[config.mk]
export PLATFORM = sky130hd
export DESIGN_NAME = rob_squash
export DESIGN_NICKNAME = d
export VERILOG_FILES = /design/src/rtl/rob_pkg.sv /design/src/rtl/rob_occupancy.sv /design/src/rtl/rob_walker.sv /design/src/rtl/rob_store.sv /design/src/rtl/rob_squash.sv
export SDC_FILE = /design/constraint.sdc
export NUM_CORES = 1
export LEC_CHECK = 0
export BUFFER_PORTS_ARGS = -buffer_cell sky130_fd_sc_hd__buf_2
export CAP_MARGIN = 20
export CORE_MARGIN = 5
export CORE_UTILIZATION = 55
export DETAILED_ROUTE_END_ITERATION = 8
export PLACE_DENSITY = 0.73
export SETUP_SLACK_MARGIN = 0.2
export SYNTH_ARGS = -nofsm -noshare
export SYNTH_HDL_FRONTEND = slang
export SYNTH_SLANG_ARGS = --single-unit
export TNS_END_PERCENT = 50
[constraint.sdc]
create_clock -name clk_i -period 14.9 [get_ports clk_i]
set_clock_uncertainty 0.2 [all_clocks]
set_input_delay 1.49 -clock clk_i [delete_from_list [all_inputs] [get_ports clk_i]]
set_output_delay 1.49 -clock clk_i [all_outputs]
set_load 0.02 [all_outputs]
[src/rtl/rob_pkg.sv]
package rob_pkg;
  parameter int PC_W  = 32;
  parameter int SEQ_W = 16;

  typedef struct packed {
    logic [PC_W-1:0]  pc;
    logic [PC_W-1:0]  npc;
    logic [SEQ_W-1:0] seq;
  } rob_rec_t;
endpackage

[src/rtl/rob_occupancy.sv]
module rob_occupancy #(
  parameter int DEPTH = 8,
  localparam int IDX_W = $clog2(DEPTH),
  localparam int CNT_W = $clog2(DEPTH + 1)
) (
  input  logic             clk_i,
  input  logic             rst_ni,
  input  logic             ins_ok_i,
  input  logic             ret_ok_i,
  output logic [IDX_W-1:0] head_o,
  output logic [IDX_W-1:0] tail_o,
  output logic [IDX_W-1:0] wr_idx_o,
  output logic [CNT_W-1:0] cnt_o
);
  localparam logic [CNT_W-1:0] DEPTH_C = CNT_W'(DEPTH);

  // empty buffer: new record lands on the head slot, tail not advanced
  assign wr_idx_o = (cnt_o == '0) ? head_o : tail_o + 1'b1;

  always_ff @(posedge clk_i or negedge rst_ni) begin
    if (!rst_ni) begin
      head_o <= '0;
      tail_o <= '0;
      cnt_o  <= '0;
    end else begin
      if (ins_ok_i) tail_o <= wr_idx_o;
      if (ret_ok_i) head_o <= head_o + 1'b1;
      case ({ins_ok_i, ret_ok_i})
        2'b10:   cnt_o <= cnt_o + 1'b1;
        2'b01:   cnt_o <= cnt_o - 1'b1;
        default: cnt_o <= cnt_o;
      endcase
    end
  end

  assert_no_overflow_R3: assert property (@(posedge clk_i) disable iff (!rst_ni)
    (cnt_o == DEPTH_C) |-> !ins_ok_i);

  assert_pair_keeps_count_R5: assert property (@(posedge clk_i) disable iff (!rst_ni)
    (ins_ok_i && ret_ok_i) |=> $stable(cnt_o));

  assert_no_underflow_R4: assert property (@(posedge clk_i) disable iff (!rst_ni)
    (cnt_o == '0) |-> !ret_ok_i);
endmodule

[src/rtl/rob_walker.sv]
module rob_walker #(
  parameter int DEPTH = 8,
  parameter int SQ_W  = 2,
  localparam int IDX_W = $clog2(DEPTH),
  localparam int SEQ_W = rob_pkg::SEQ_W
) (
  input  logic                        clk_i,
  input  logic                        rst_ni,
  input  logic                        start_i,
  input  logic [SEQ_W-1:0]            tgt_i,
  input  logic [IDX_W-1:0]            head_i,
  input  logic [IDX_W-1:0]            tail_i,
  input  logic [DEPTH-1:0][SEQ_W-1:0] seq_i,
  output logic                        busy_o,
  output logic [DEPTH-1:0]            mark_o
);
  logic [IDX_W-1:0] ptr_q, ptr_d;
  logic [SEQ_W-1:0] tgt_q;
  logic             fin;
  logic             act;

  always_comb begin
    ptr_d  = ptr_q;
    act    = busy_o;
    fin    = 1'b0;
    mark_o = '0;
    for (int k = 0; k < SQ_W; k++) begin
      if (act) begin
        if (seq_i[ptr_d] == tgt_q) begin
          act = 1'b0;
          fin = 1'b1;
        end else begin
          mark_o[ptr_d] = 1'b1;
          if (ptr_d == head_i) begin
            act = 1'b0;
            fin = 1'b1;
          end else begin
            ptr_d = ptr_d - 1'b1;
          end
        end
      end
    end
    // a match right after the last mark ends the walk without a spare cycle
    if (act && seq_i[ptr_d] == tgt_q) fin = 1'b1;
  end

  always_ff @(posedge clk_i or negedge rst_ni) begin
    if (!rst_ni) begin
      busy_o <= 1'b0;
      ptr_q  <= '0;
      tgt_q  <= '0;
    end else if (start_i) begin
      busy_o <= 1'b1;
      ptr_q  <= tail_i;
      tgt_q  <= tgt_i;
    end else if (busy_o) begin
      ptr_q <= ptr_d;
      if (fin) busy_o <= 1'b0;
    end
  end

  assert_tail_frozen_R11: assert property (@(posedge clk_i) disable iff (!rst_ni)
    busy_o |=> $stable(tail_i));

  assert_head_frozen_R11: assert property (@(posedge clk_i) disable iff (!rst_ni)
    busy_o |=> $stable(head_i));

  assert_mark_budget_R8: assert property (@(posedge clk_i) disable iff (!rst_ni)
    $countones(mark_o) <= SQ_W);
endmodule

[src/rtl/rob_store.sv]
module rob_store #(
  parameter int DEPTH = 8,
  localparam int IDX_W = $clog2(DEPTH),
  localparam int SEQ_W = rob_pkg::SEQ_W
) (
  input  logic                        clk_i,
  input  logic                        rst_ni,
  input  logic                        we_i,
  input  logic [IDX_W-1:0]            wr_idx_i,
  input  rob_pkg::rob_rec_t           wr_rec_i,
  input  logic                        cpl_i,
  input  logic [IDX_W-1:0]            cpl_idx_i,
  input  logic                        clr_i,
  input  logic [IDX_W-1:0]            clr_idx_i,
  input  logic [DEPTH-1:0]            mark_i,
  output rob_pkg::rob_rec_t [DEPTH-1:0] rec_o,
  output logic [DEPTH-1:0][SEQ_W-1:0] seq_o,
  output logic [DEPTH-1:0]            done_o,
  output logic [DEPTH-1:0]            can_cmt_o,
  output logic [DEPTH-1:0]            squashed_o
);
  logic [DEPTH-1:0] valid_q;

  for (genvar g = 0; g < DEPTH; g++) begin : g_slot
    assign seq_o[g] = rec_o[g].seq;

    always_ff @(posedge clk_i or negedge rst_ni) begin
      if (!rst_ni) begin
        rec_o[g]      <= '0;
        valid_q[g]    <= 1'b0;
        done_o[g]     <= 1'b0;
        can_cmt_o[g]  <= 1'b0;
        squashed_o[g] <= 1'b0;
      end else if (we_i && wr_idx_i == IDX_W'(g)) begin
        rec_o[g]      <= wr_rec_i;
        valid_q[g]    <= 1'b1;
        done_o[g]     <= 1'b0;
        can_cmt_o[g]  <= 1'b0;
        squashed_o[g] <= 1'b0;
      end else begin
        if (clr_i && clr_idx_i == IDX_W'(g)) valid_q[g] <= 1'b0;
        if (cpl_i && cpl_idx_i == IDX_W'(g) && valid_q[g]) begin
          done_o[g]    <= 1'b1;
          can_cmt_o[g] <= 1'b1;
        end
        if (mark_i[g]) begin
          squashed_o[g] <= 1'b1;
          can_cmt_o[g]  <= 1'b1;
        end
      end
    end
  end

  assert_mark_live_R8: assert property (@(posedge clk_i) disable iff (!rst_ni)
    (mark_i & ~valid_q) == '0);

  assert_write_free_slot_R2: assert property (@(posedge clk_i) disable iff (!rst_ni)
    we_i |-> !valid_q[wr_idx_i]);
endmodule

[src/rtl/rob_squash.sv]
module rob_squash #(
  parameter int DEPTH = 8,
  parameter int SQ_W  = 2,
  localparam int PC_W  = rob_pkg::PC_W,
  localparam int SEQ_W = rob_pkg::SEQ_W,
  localparam int IDX_W = $clog2(DEPTH),
  localparam int CNT_W = $clog2(DEPTH + 1)
) (
  input  logic             clk_i,
  input  logic             rst_ni,
  input  logic             ins_valid_i,
  input  logic [PC_W-1:0]  ins_pc_i,
  input  logic [PC_W-1:0]  ins_npc_i,
  input  logic [SEQ_W-1:0] ins_seq_i,
  output logic             ins_err_o,
  input  logic             cpl_valid_i,
  input  logic [IDX_W-1:0] cpl_idx_i,
  input  logic             ret_i,
  output logic             ret_fire_o,
  input  logic             sq_valid_i,
  input  logic [SEQ_W-1:0] sq_seq_i,
  output logic             sq_err_o,
  output logic             sq_done_o,
  output logic [CNT_W-1:0] free_o,
  output logic             head_ready_o,
  output logic             head_done_o,
  output logic             head_squashed_o,
  output logic [PC_W-1:0]  head_pc_o,
  output logic [PC_W-1:0]  head_npc_o,
  output logic [SEQ_W-1:0] head_seq_o,
  output logic [PC_W-1:0]  tail_pc_o,
  output logic [SEQ_W-1:0] tail_seq_o
);
  import rob_pkg::*;

  localparam logic [CNT_W-1:0] DEPTH_C = CNT_W'(DEPTH);

  logic [IDX_W-1:0] head, tail, wr_idx;
  logic [CNT_W-1:0] cnt;
  logic             empty, full, busy;
  logic             ins_ok, ret_ok, sq_ok;
  logic [DEPTH-1:0] mark, done_v, cmt_v, sq_v;
  rob_rec_t [DEPTH-1:0]          recs;
  logic [DEPTH-1:0][SEQ_W-1:0]   seqs;
  rob_rec_t         wr_rec;

  assign empty  = (cnt == '0);
  assign full   = (cnt == DEPTH_C);
  assign ins_ok = ins_valid_i && !full && !busy;
  assign ret_ok = ret_i && head_ready_o && !busy;
  assign sq_ok  = sq_valid_i && !empty && !busy;

  assign ins_err_o  = ins_valid_i && (full || busy);
  assign sq_err_o   = sq_valid_i && (empty || busy);
  assign ret_fire_o = ret_ok;
  assign sq_done_o  = !busy;
  assign free_o     = DEPTH_C - cnt;

  assign wr_rec = '{pc: ins_pc_i, npc: ins_npc_i, seq: ins_seq_i};

  rob_occupancy #(.DEPTH(DEPTH)) u_occ (
    .clk_i, .rst_ni,
    .ins_ok_i (ins_ok),
    .ret_ok_i (ret_ok),
    .head_o   (head),
    .tail_o   (tail),
    .wr_idx_o (wr_idx),
    .cnt_o    (cnt)
  );

  rob_store #(.DEPTH(DEPTH)) u_store (
    .clk_i, .rst_ni,
    .we_i       (ins_ok),
    .wr_idx_i   (wr_idx),
    .wr_rec_i   (wr_rec),
    .cpl_i      (cpl_valid_i),
    .cpl_idx_i  (cpl_idx_i),
    .clr_i      (ret_ok),
    .clr_idx_i  (head),
    .mark_i     (mark),
    .rec_o      (recs),
    .seq_o      (seqs),
    .done_o     (done_v),
    .can_cmt_o  (cmt_v),
    .squashed_o (sq_v)
  );

  rob_walker #(.DEPTH(DEPTH), .SQ_W(SQ_W)) u_walk (
    .clk_i, .rst_ni,
    .start_i (sq_ok),
    .tgt_i   (sq_seq_i),
    .head_i  (head),
    .tail_i  (tail),
    .seq_i   (seqs),
    .busy_o  (busy),
    .mark_o  (mark)
  );

  always_comb begin
    head_ready_o    = 1'b0;
    head_done_o     = 1'b0;
    head_squashed_o = 1'b0;
    head_pc_o       = '0;
    head_npc_o      = '0;
    head_seq_o      = '0;
    tail_pc_o       = '0;
    tail_seq_o      = '0;
    if (!empty) begin
      head_ready_o    = cmt_v[head];
      head_done_o     = done_v[head];
      head_squashed_o = sq_v[head];
      head_pc_o       = recs[head].pc;
      head_npc_o      = recs[head].npc;
      head_seq_o      = recs[head].seq;
      tail_pc_o       = recs[tail].pc;
      tail_seq_o      = recs[tail].seq;
    end
  end

  initial assert_pow2_depth_R5: assert ((DEPTH & (DEPTH - 1)) == 0 && DEPTH > 1);

  assert_empty_not_ready_R6: assert property (@(posedge clk_i) disable iff (!rst_ni)
    (free_o == DEPTH_C) |-> !head_ready_o);

  assert_done_drops_R7: assert property (@(posedge clk_i) disable iff (!rst_ni)
    sq_ok |=> !sq_done_o);

  assert_no_retire_in_walk_R11: assert property (@(posedge clk_i) disable iff (!rst_ni)
    !sq_done_o |-> !ret_fire_o);
endmodule

After elaboration in Yosys (flattened, before gate mapping). Index checks and enable logic that the tools add are counted.

Word-level logic and storage cells: 314. Input bits: 105. Register bits: 702. Output and inout port bits: 139.

Mux-type cells: 122. $add $sub $neg: 7. Magnitude comparators: 7. Reductions and logical operators: 86. Eq/ne operators: 29. Bitwise operators: 1.

Operators with widths (count): binary-select mux 80 bit (select 3 bit) (2); two-way mux 80 bit (2); binary-select mux 16 bit (select 3 bit) (3); two-way mux 32 bit (3); two-way mux 1 bit (88); two-way mux 16 bit (5); nonzero test 2 bit (26); equality test 16 bit (3); logical AND 1 bit (43); equality test 3 bit (second input constant) (12); two-way mux 8 bit (4); two-way mux 3 bit (9); nonzero test 3 bit (8); less-than comparator 3 x 4 -> 1 bit (second input constant) (5); equality test 3 x 2 -> 1 bit (second input constant) (6); binary-select mux 1 bit (select 3 bit) (3); equality test 3 x 1 -> 1 bit (second input constant) (3); zero test 3 bit (3); bitwise OR 8 bit (1); one-hot mux 4 bit (2 select lines) (1); adder 3 x 1 -> 3 bit (second input constant) (2); demux 1 bit (select 3 bit) (2); equality test 3 bit (2); >= comparator 3 x 1 -> 1 bit (second input constant) (2); 10 further kinds (14).

Longest topological paths before layout. Gate-level depths: netlist of the first run.

Depth in word-level cells: 18. Depth in mapped cells: 32. Mapped depth without buffers: 23.

Cells and area by module. A second synthesis of the first run with hierarchy kept.

Cells, all modules: 3171. Area total of the unflattened synthesis: 41360.9 sq um.

Modules (own cells, without submodules): rob_store (sequential area each 16816.1 sq um, area an instance 25862.3 sq um, times used 1, cells an instance 1597); rob_squash (sequential area each 0.0 sq um, area an instance 7694.9 sq um, times used 1, cells an instance 501); rob_walker (sequential area each 500.5 sq um, area an instance 7226.9 sq um, times used 1, cells an instance 1023); rob_occupancy (sequential area each 250.2 sq um, area an instance 576.8 sq um, times used 1, cells an instance 50).

Least setup slack after synthesis of the first run. Ideal clock, no wire load.

Kind: reg-to-reg. Start: reg u_walk.ptr_q[0]. End: reg u_walk.busy_o. Required time: 14557 ps. Cell stages (with the launch flop): 28. Path buffers: 9. Slack: 8379 ps. Period minus slack after synthesis: 6521 ps. Library setup time: 143 ps. Arrival time: 6178 ps. Cells stage by stage: dfrtp_1 > buf_6 > buf_6 > buf_6 > inv_2 > buf_1 > buf_1 > ha_1 > xor2_1 > buf_1 > buf_1 > mux4_2 > a211o_1 > o221a_2 > xnor2_1 > o2111ai_1 > nor4_1 > and3_1 > buf_6 > o21ai_2 > xnor2_4 > buf_4 > mux4_1 > xor2_1 > nor2_1 > a21oi_1 > a311oi_1 > a41oi_1.

Longest elaborated chain between the ends: 18. Elaborated cells on any way between the ends: 36. Classes of those cells: add/sub: 2; eq/ne: 5; mux: 28; reduce/logical: 1.

RTL lines: start, declared (RTL line rob_walker.sv:17) `logic [IDX_W-1:0] ptr_q, ptr_d;`; start signal, assigned (RTL line rob_walker.sv:54) `ptr_q <= tail_i;`; start signal, assigned (RTL line rob_walker.sv:57) `ptr_q <= ptr_d;`; binary-select mux 16 bit (select 3 bit) (RTL line rob_walker.sv:29) `if (seq_i[ptr_d] == tgt_q) begin`; two-way mux 16 bit (implied by the code) (RTL line rob_walker.sv:29); equality test 16 bit (RTL line rob_walker.sv:29); two-way mux 3 bit (RTL line rob_walker.sv:29); two-way mux 3 bit (RTL line rob_walker.sv:28) `if (act) begin`; binary-select mux 16 bit (select 3 bit) (RTL line rob_walker.sv:29); two-way mux 16 bit (implied by the code) (RTL line rob_walker.sv:29); equality test 16 bit (RTL line rob_walker.sv:29); (+2 left out); binary-select mux 16 bit (select 3 bit) (RTL line rob_walker.sv:44) `if (act && seq_i[ptr_d] == tgt_q) fin = 1'b1;`; two-way mux 16 bit (implied by the code) (RTL line rob_walker.sv:44); equality test 16 bit (RTL line rob_walker.sv:44); logical AND 1 bit (RTL line rob_walker.sv:44); two-way mux 1 bit (*) (RTL line rob_walker.sv:44); two-way mux 1 bit (*) (RTL line rob_walker.sv:58) `if (fin) busy_o <= 1'b0;`; two-way mux 1 bit (*) (RTL line rob_walker.sv:56) `end else if (busy_o) begin`; two-way mux 1 bit (*) (RTL line rob_walker.sv:52) `end else if (start_i) begin`; end signal, assigned (RTL line rob_walker.sv:49) `busy_o <= 1'b0;`; end signal, assigned (RTL line rob_walker.sv:53) `busy_o <= 1'b1;`; end signal, assigned (RTL line rob_walker.sv:58); end, declared (RTL line rob_walker.sv:14) `output logic busy_o,`.

Every way passes the cells marked *; elsewhere a longest branch is shown, timed or not. The select of a mux whose other input is x is not followed. A chain may end at the register's enable or synchronous reset.

Worst setup path after layout of the first run. Same ends and word-level chain as after synthesis.

==> reports/metrics.csv, run 1 <==
stage,metric,value,unit
synth,yosysSeqAreaShare,44.1,%
clock_network,path_clk_slew,0.06,ns
clock_network,cts_inserted_buffers,76,
floorplan,rows,98,
routing,first_iter_violations,3050,
synth,synth.distinct_cells,93,
synth,synth_seq_cells,702,
power_and_ir_drop,p_leak,0.0195,µW
critical_path,critPathKind,flop to flop,
flow_run,cap_violations,0,
sta,period_share,63.3,%
status,status,"finished, final reports clean",
placement,gp_congestion,1.01,
grt,grt_pass1_wl,197000,µm
grt,grt_pass1_vias,31200,
synth,synthesis.instances,3231,
critical_path,critPathCaptureType,flop,
finish,final_cell_mix,"dfrtp_1 (694), mux2_2 (590), nand2_1 (579), mux4_2 (295), buf_2 (242)",
sta,clock.fmax,106,MHz
critical_path,path_common_cell,buf_4,
synth,post_synth.cell_area_avg,12.3,µm²
floorplan,die_width,279,µm
floorplan,dieArea,77900,µm²
placement,hpwl,79700,µm
clock_network,clk_path_buf_depth,3,
hold_path,hold_depth,2,
floorplan,coreArea,71600,µm²
routing,wl,129000,µm
floorplan,ioPinCount,244,
synth,synth.top_cell.area_share,44.1,%
clock_network,clk-insertion-delay-late,0.65,ns
sta,finalHoldViolCount,0,
floorplan,die_h,279,µm
sta,setup_tns,0,ns
critical_path,r2r-end,u_walk.busy_o,
critical_path,startpoint_type,flop,
grt,grt_use_total,32.8,%
placement,port-buffer-count,243,
clock_network,htree_levels,3,
power_and_ir_drop,power_density,283,nW/µm²
finish,nets,3467,
finish,final_common_cell,dfrtp_1,
critical_path,reg2reg_setup_slack,5.47,ns
critical_path,r2r-start,u_walk.ptr_q[0],
hold_path,hold_end,u_store.rec_o[37],
sta,setup_viol,0,
sta,rsz0062_at_grt,false,
grt,antenna_found_initial,14,
routing,avgRoutedWirePerCell,29.5,µm
routing,ant_nets,0,
synth,synth_area,39800,µm²
placement,place_inst,4217,
critical_path,slowest_stage,dfrtp_4,
clock_network,post_cts_buffers,0,
critical_path,critical_path_arrival,9.72,ns
finish,drive_above_1_share,39.5,%
synth,synthTopCellsByArea,"dfrtp_1 (44%), mux2_2 (17%), mux4_2 (17%)",
grt,grt_max_degree,182,
power_and_ir_drop,ir_worst_vdd,0.204,mV
sta,max_slew_margin,28.2,%
sta,fin_crit,9.43,ns
floorplan,initial_core_util,55.6,%
routing,viasPerCell,6.76,
hold_path,hold_start,u_store.rec_o[37],
critical_path,critical_path.cell_chain,buf_4 > mux4_2 > mux2i_1 > xor2_1 > nand4_1 > or4_1 > o31ai_4 > buf_4 > mux2_1 > nor2_1 > nor4_1 > mux2_1 > nor4_1 > and3_1 > or3_1 > a21oi_2 > xnor2_4 > buf_4 > mux2i_1 > mux4_2 > xnor2_1 > a2111oi_0 > and3_1 > a41oi_1,
synth,ys_warn_count,0,
critical_path,worstPathMaxFanout,52,
critical_path,critPathRequiredTime,15.19,ns
clock_network,cts_tree,done,
synth,synth_edf_count,0,
synth,syn_nets,3350,
routing,drc,0,
finish,instances_no_fill,4363,
synth,ys.flop_type,dfrtp_1,
clock_network,holdBufCountCts,0,
finish,utilization,61.9,%
finish,syn_to_final_growth,11.2,%
power_and_ir_drop,p_total,12500,µW
clock_network,cts_root_buf,clkbuf_16,
clock_network,cts_resized,0,
grt,overflow,0,
critical_path,slowest_delay,0.88,ns
critical_path,r2r_cells,24,
synth,async_flop_share,100,%
clock_network,clock-sinks,702,
routing,drt_first_pass_iters,6,
synth,synth_top_area_cell,dfrtp_1,
hold_path,min_path_type,flop to flop,
routing,via_count,29500,
sta,slew_viol_final,0,
sta,tightest_slew,1.08,ns
==> registers in the layout (all words and copies together) (netlist names) <==
signal and flops:
u_walk.busy_o 1, u_store.rec_o 640, u_occ.head_o 3, u_occ.tail_o 3
u_occ.cnt_o 4, u_store.valid_q 8, u_store.can_cmt_o 8, u_walk.tgt_q 16
u_walk.ptr_q 3, u_store.done_o 8, u_store.squashed_o 8
==> report_power, final <==
group          total (µW)  switching (µW)  internal [µW]
Sequential           3720            1010           2710
Clock                1980             819           1160
Combinational        6830            3710           3120
Total               12500            5530           6990
==> area by class of cell <==
class                   count  area, µm²
diodes                      8       20.0
repair buffers            295       1720
clock inverters            30        473
flip-flops and latches    702      17600
multi-input cells        2256      21100
inverters                  17       66.3
fillers                  5460      27300
well taps                 950       1190
clock buffers             105       2140
==> how the worst max path moves through the flow <==
stage	start	cells past startpoint	endpoint
after global placement	u_walk.ptr_q[0]	24	u_walk.busy_o
after floorplan	u_walk.ptr_q[0]	27	u_walk.busy_o
after CTS	u_walk.ptr_q[0]	24	u_walk.busy_o
final	u_walk.ptr_q[0]	24	u_walk.busy_o
after detailed placement	u_walk.ptr_q[0]	24	u_walk.busy_o
after global routing	u_walk.ptr_q[0]	24	u_walk.busy_o
==> metal layers <==
metal / track usage (%) / part of all wire, % / up-vias
li1: - / - / 12200
met1: 44.4 / 40 / 15400
met2: 52.5 / 48 / 1529
met3: 7.21 / 8.3 / 325
met4: 12.9 / 4.1 / 10
met5: 0.122 / 0.051 / -
==> stage by stage <==
step	hold WS, ns	setup WS, ns	cell area (µm²)
floorplan	0.237	8.38	39800
detailed placement	0.261	5.71	41600
finish	0.275	5.47	44300
global route	0.287	5.17	44300
CTS	0.276	5.72	44200
global placement	0.252	5.96	41600
==> synthesized netlist by cell type (8+ instances only) <==
master    count
clkbuf_1    156
xnor2_1      30
inv_1        14
dfrtp_1     702
o21a_1       10
o221ai_1     11
nand2_1     579
buf_6        18
o22ai_1      39
or3_1        14
nor2_1       92
xor2_1       28
mux4_2      295
a311oi_1      8
o22a_1        9
mux2_2      590
buf_4        13
nand3_1      14
and3_1       14
a22oi_1      15
buf_1        56
a21oi_1     174
nor3_1       31
mux2i_1      89
and2_1        8
ha_1         13
buf_2        11
o21ai_0      33
nor2b_1      11
nor4_1        8
nand2b_1      9
a31oi_1      17
==> logic make-up after synthesis <==
group,synth area share (%)
xor+xnor,1.43
flops,44.1
mux,36.2
buf+inv,3.14
simple gates,8.47
compound gates,6.22
fa+ha+maj,0.459
==> worst max-delay path, delay by kind of cell, from the launching register on <==
kind                   cells  cell delay, ns
buffers and inverters      3            1.59
AND/OR/NAND/NOR            8            2.47
AO/OA/AOI/OAI              4            0.97
flip-flops                 1            0.88
XOR/XNOR                   3            0.95
multiplexers               6            2.08
No activity file was read; power rests on OpenSTA's default activity.
==> run 2: changes to the inputs <==
Clock period 14.9 ns to 9.2 ns, I/O delays scaled along.
==> run 2 against run 1 <==
Net effect: final area up 0.91%; first-iteration DRC count rose by 1.8%; sequential share of layout area down 0.36 points; highest routed layer unchanged.
==> reports/metrics.csv, run 2 (synthesis results as in run 1) <==
stage,metric,value,unit,change
grt,antenna_found_initial,12,,-2
finish,top_register,u_store.rec_o,,
floorplan,ioPinCount,244,,unchanged
power_and_ir_drop,p_leak,0.0198,µW,+1.2%
clock_network,clk_path_buf_depth,3,,unchanged
sta,setup_tns,0,ns,unchanged
clock_network,path_clk_slew,0.07,ns,about the same
finish,reg_top3,"u_store.rec_o x640, u_walk.tgt_q x16",,
critical_path,critical_path_arrival,8.52,ns,-1.20 ns
status,status,"finished, final reports clean",,
finish,stdcell_area,44700,µm²,+0.91%
finish,fillers,5493,,+0.60%
clock_network,clk-insertion-delay-late,0.65,ns,about the same
routing,viasPerCell,6.71,,-0.68%
sta,slew_viol_final,0,,unchanged
sta,tightest_slew,1.19,ns,+0.114 ns
sta,max_slew_margin,20.6,%,-7.6 points
sta,clock.fmax,122,MHz,+15%
grt,grt_max_degree,206,,+13%
critical_path,worstPathMaxFanout,37,,-29%
floorplan,die_width,279,µm,unchanged
sta,period_share,89.3,%,+26 points
finish,final_common_cell,dfrtp_1,,
critical_path,r2r_cells,25,,+4.2%
routing,drt_first_pass_iters,6,,unchanged
routing,ant_nets,0,,unchanged
sta,fin_crit,8.22,ns,-1.21 ns
clock_network,post_cts_buffers,0,,unchanged
grt,grt_pass1_wl,198000,µm,+0.33%
finish,largest_reg_flops,640,,unchanged
grt,grt_use_total,33.0,%,+0.22 points
hold_path,min_path_type,input port to async pin,,
power_and_ir_drop,p_total,20600,µW,+64%
power_and_ir_drop,power_density,460,nW/µm²,+63%
clock_network,cts_tree,done,,
clock_network,cts_inserted_buffers,78,,+2.6%
floorplan,coreArea,71600,µm²,unchanged
clock_network,holdBufCountCts,0,,unchanged
power_and_ir_drop,ir_worst_vdd,0.280,mV,+37%
finish,nets,3506,,+1.1%
routing,via_count,29600,,+0.30%
grt,grt_pass1_vias,31200,,+0.22%
critical_path,startpoint_type,flop,,
placement,dpl-instance-area,41900,µm²,+0.74%
sta,finalHoldViolCount,0,,unchanged
routing,drc,0,,unchanged
floorplan,die_h,279,µm,unchanged
grt,overflow,0,,unchanged
floorplan,rows,98,,unchanged
clock_network,cts_resized,0,,unchanged
clock_network,clock-sinks,702,,unchanged
finish,syn_to_final_growth,12.2,%,
routing,wl,129000,µm,+0.64%
routing,avgRoutedWirePerCell,29.4,µm,-0.34%
critical_path,critPathCaptureType,flop,,
finish,utilization,62.4,%,+0.56 points
critical_path,critPathRequiredTime,9.50,ns,-5.69 ns
placement,gp_congestion,1.04,,+2.8%
finish,multi_input_area,21100,µm²,about the same
flow_run,cap_violations,0,,unchanged
critical_path,critPathKind,flop to flop,,
finish,drive_above_1_share,40.3,%,+0.81 points
clock_network,htree_levels,3,,unchanged
floorplan,dieArea,77900,µm²,unchanged
placement,port-buffer-count,243,,unchanged
finish,regArea,17600,µm²,unchanged
sta,rsz0062_at_grt,false,,
finish,final_cell_mix,"dfrtp_1 (694), mux2_2 (590), nand2_1 (579), mux4_2 (295), buf_2 (242)",,
placement,hpwl,81700,µm,+2.6%
clock_network,cts_root_buf,clkbuf_16,,
sta,setup_viol,0,,unchanged
routing,first_iter_violations,3105,,+1.8%
floorplan,initial_core_util,55.6,%,unchanged
-- run 2: cell count changes in the layout (fill, tap and decap cells not counted), moves of 2 or more --
cell      change
buf_4        +36
clkbuf_8      +8
clkbuf_1      -3
buf_12        +2
-- run 2: worst max-delay path: stages (launching register included) --
cell       delay [ns]
dfrtp_2          0.94
buf_4            0.46
mux2_2           0.40
a2bb2oi_1        0.14
a21oi_1          0.16
o221ai_1         0.18
or4_1            0.81
o31ai_4          0.54
buf_12           0.27
mux2i_1          0.27
o22ai_1          0.10
nor4_1           0.36
xor2_1           0.11
nor4_1           0.29
buf_4            0.18
and3_1           0.18
or3_1            0.13
a21oi_2          0.09
xnor2_4          0.61
buf_4            0.25
mux2i_1          0.07
mux4_2           0.48
xor2_1           0.18
o311ai_1         0.12
a311oi_1         0.30
a41oi_1          0.17
-- run 2: per-layer routing --
layer  global-route usage [%]  up-vias  part of all wire, %
met5                        0        -                0.045
met4                     13.4       10                  4.4
met3                     6.94      370                  7.8
met2                     53.6     1515                   49
met1                     44.0    15400                   39
li1                         -    12300                    -
-- run 2: cell type report --
class                      count  share of cell area, %
inverter                      17                  0.151
antenna                        8                 0.0448
timing repair buffer         332                   4.48
tap                          950                   2.66
sequential                   702                   39.4
clock buffer                 111                   5.07
clock inverter                30                   1.05
multi-input combinational   2256                   47.2
-- run 2: worst paths after layout --
check / startpoint / to / slack [ns]
worst max-delay path: u_walk.ptr_q[1] / u_walk.busy_o / 0.98
worst min-delay path: rst_ni / u_walk.tgt_q[0] / 0.16
worst max register to register: u_walk.ptr_q[1] / u_walk.busy_o / 0.98
worst min register to register: u_store.rec_o[18] / u_store.rec_o[18] / 0.28
max in group asynchronous: rst_ni / u_occ.head_o[0] / 6.82
min in group clk_i: u_store.rec_o[18] / u_store.rec_o[18] / 0.28
-- run 2: power breakdown --
part | total, µW | leakage (µW) | internal, µW | switching [µW]
clock network | 3290 | 0.00133 | 1940 | 1360
logic | 11200 | 0.00951 | 5250 | 5980
registers | 6050 | 0.00892 | 4390 | 1660
-- run 2: stage by stage --
| stage | cells | worst slack [ns] | hold WS (ns) |
|---|---|---|---|
| floorplan | 3231 | 2.68 | 0.237 |
| global placement | 4255 | 1.25 | 0.253 |
| detailed placement | 4255 | 1.12 | 0.262 |
| CTS | 4396 | 1.09 | 0.162 |
| global route | 4404 | 0.720 | 0.219 |
| finish | 4406 | 0.980 | 0.165 |
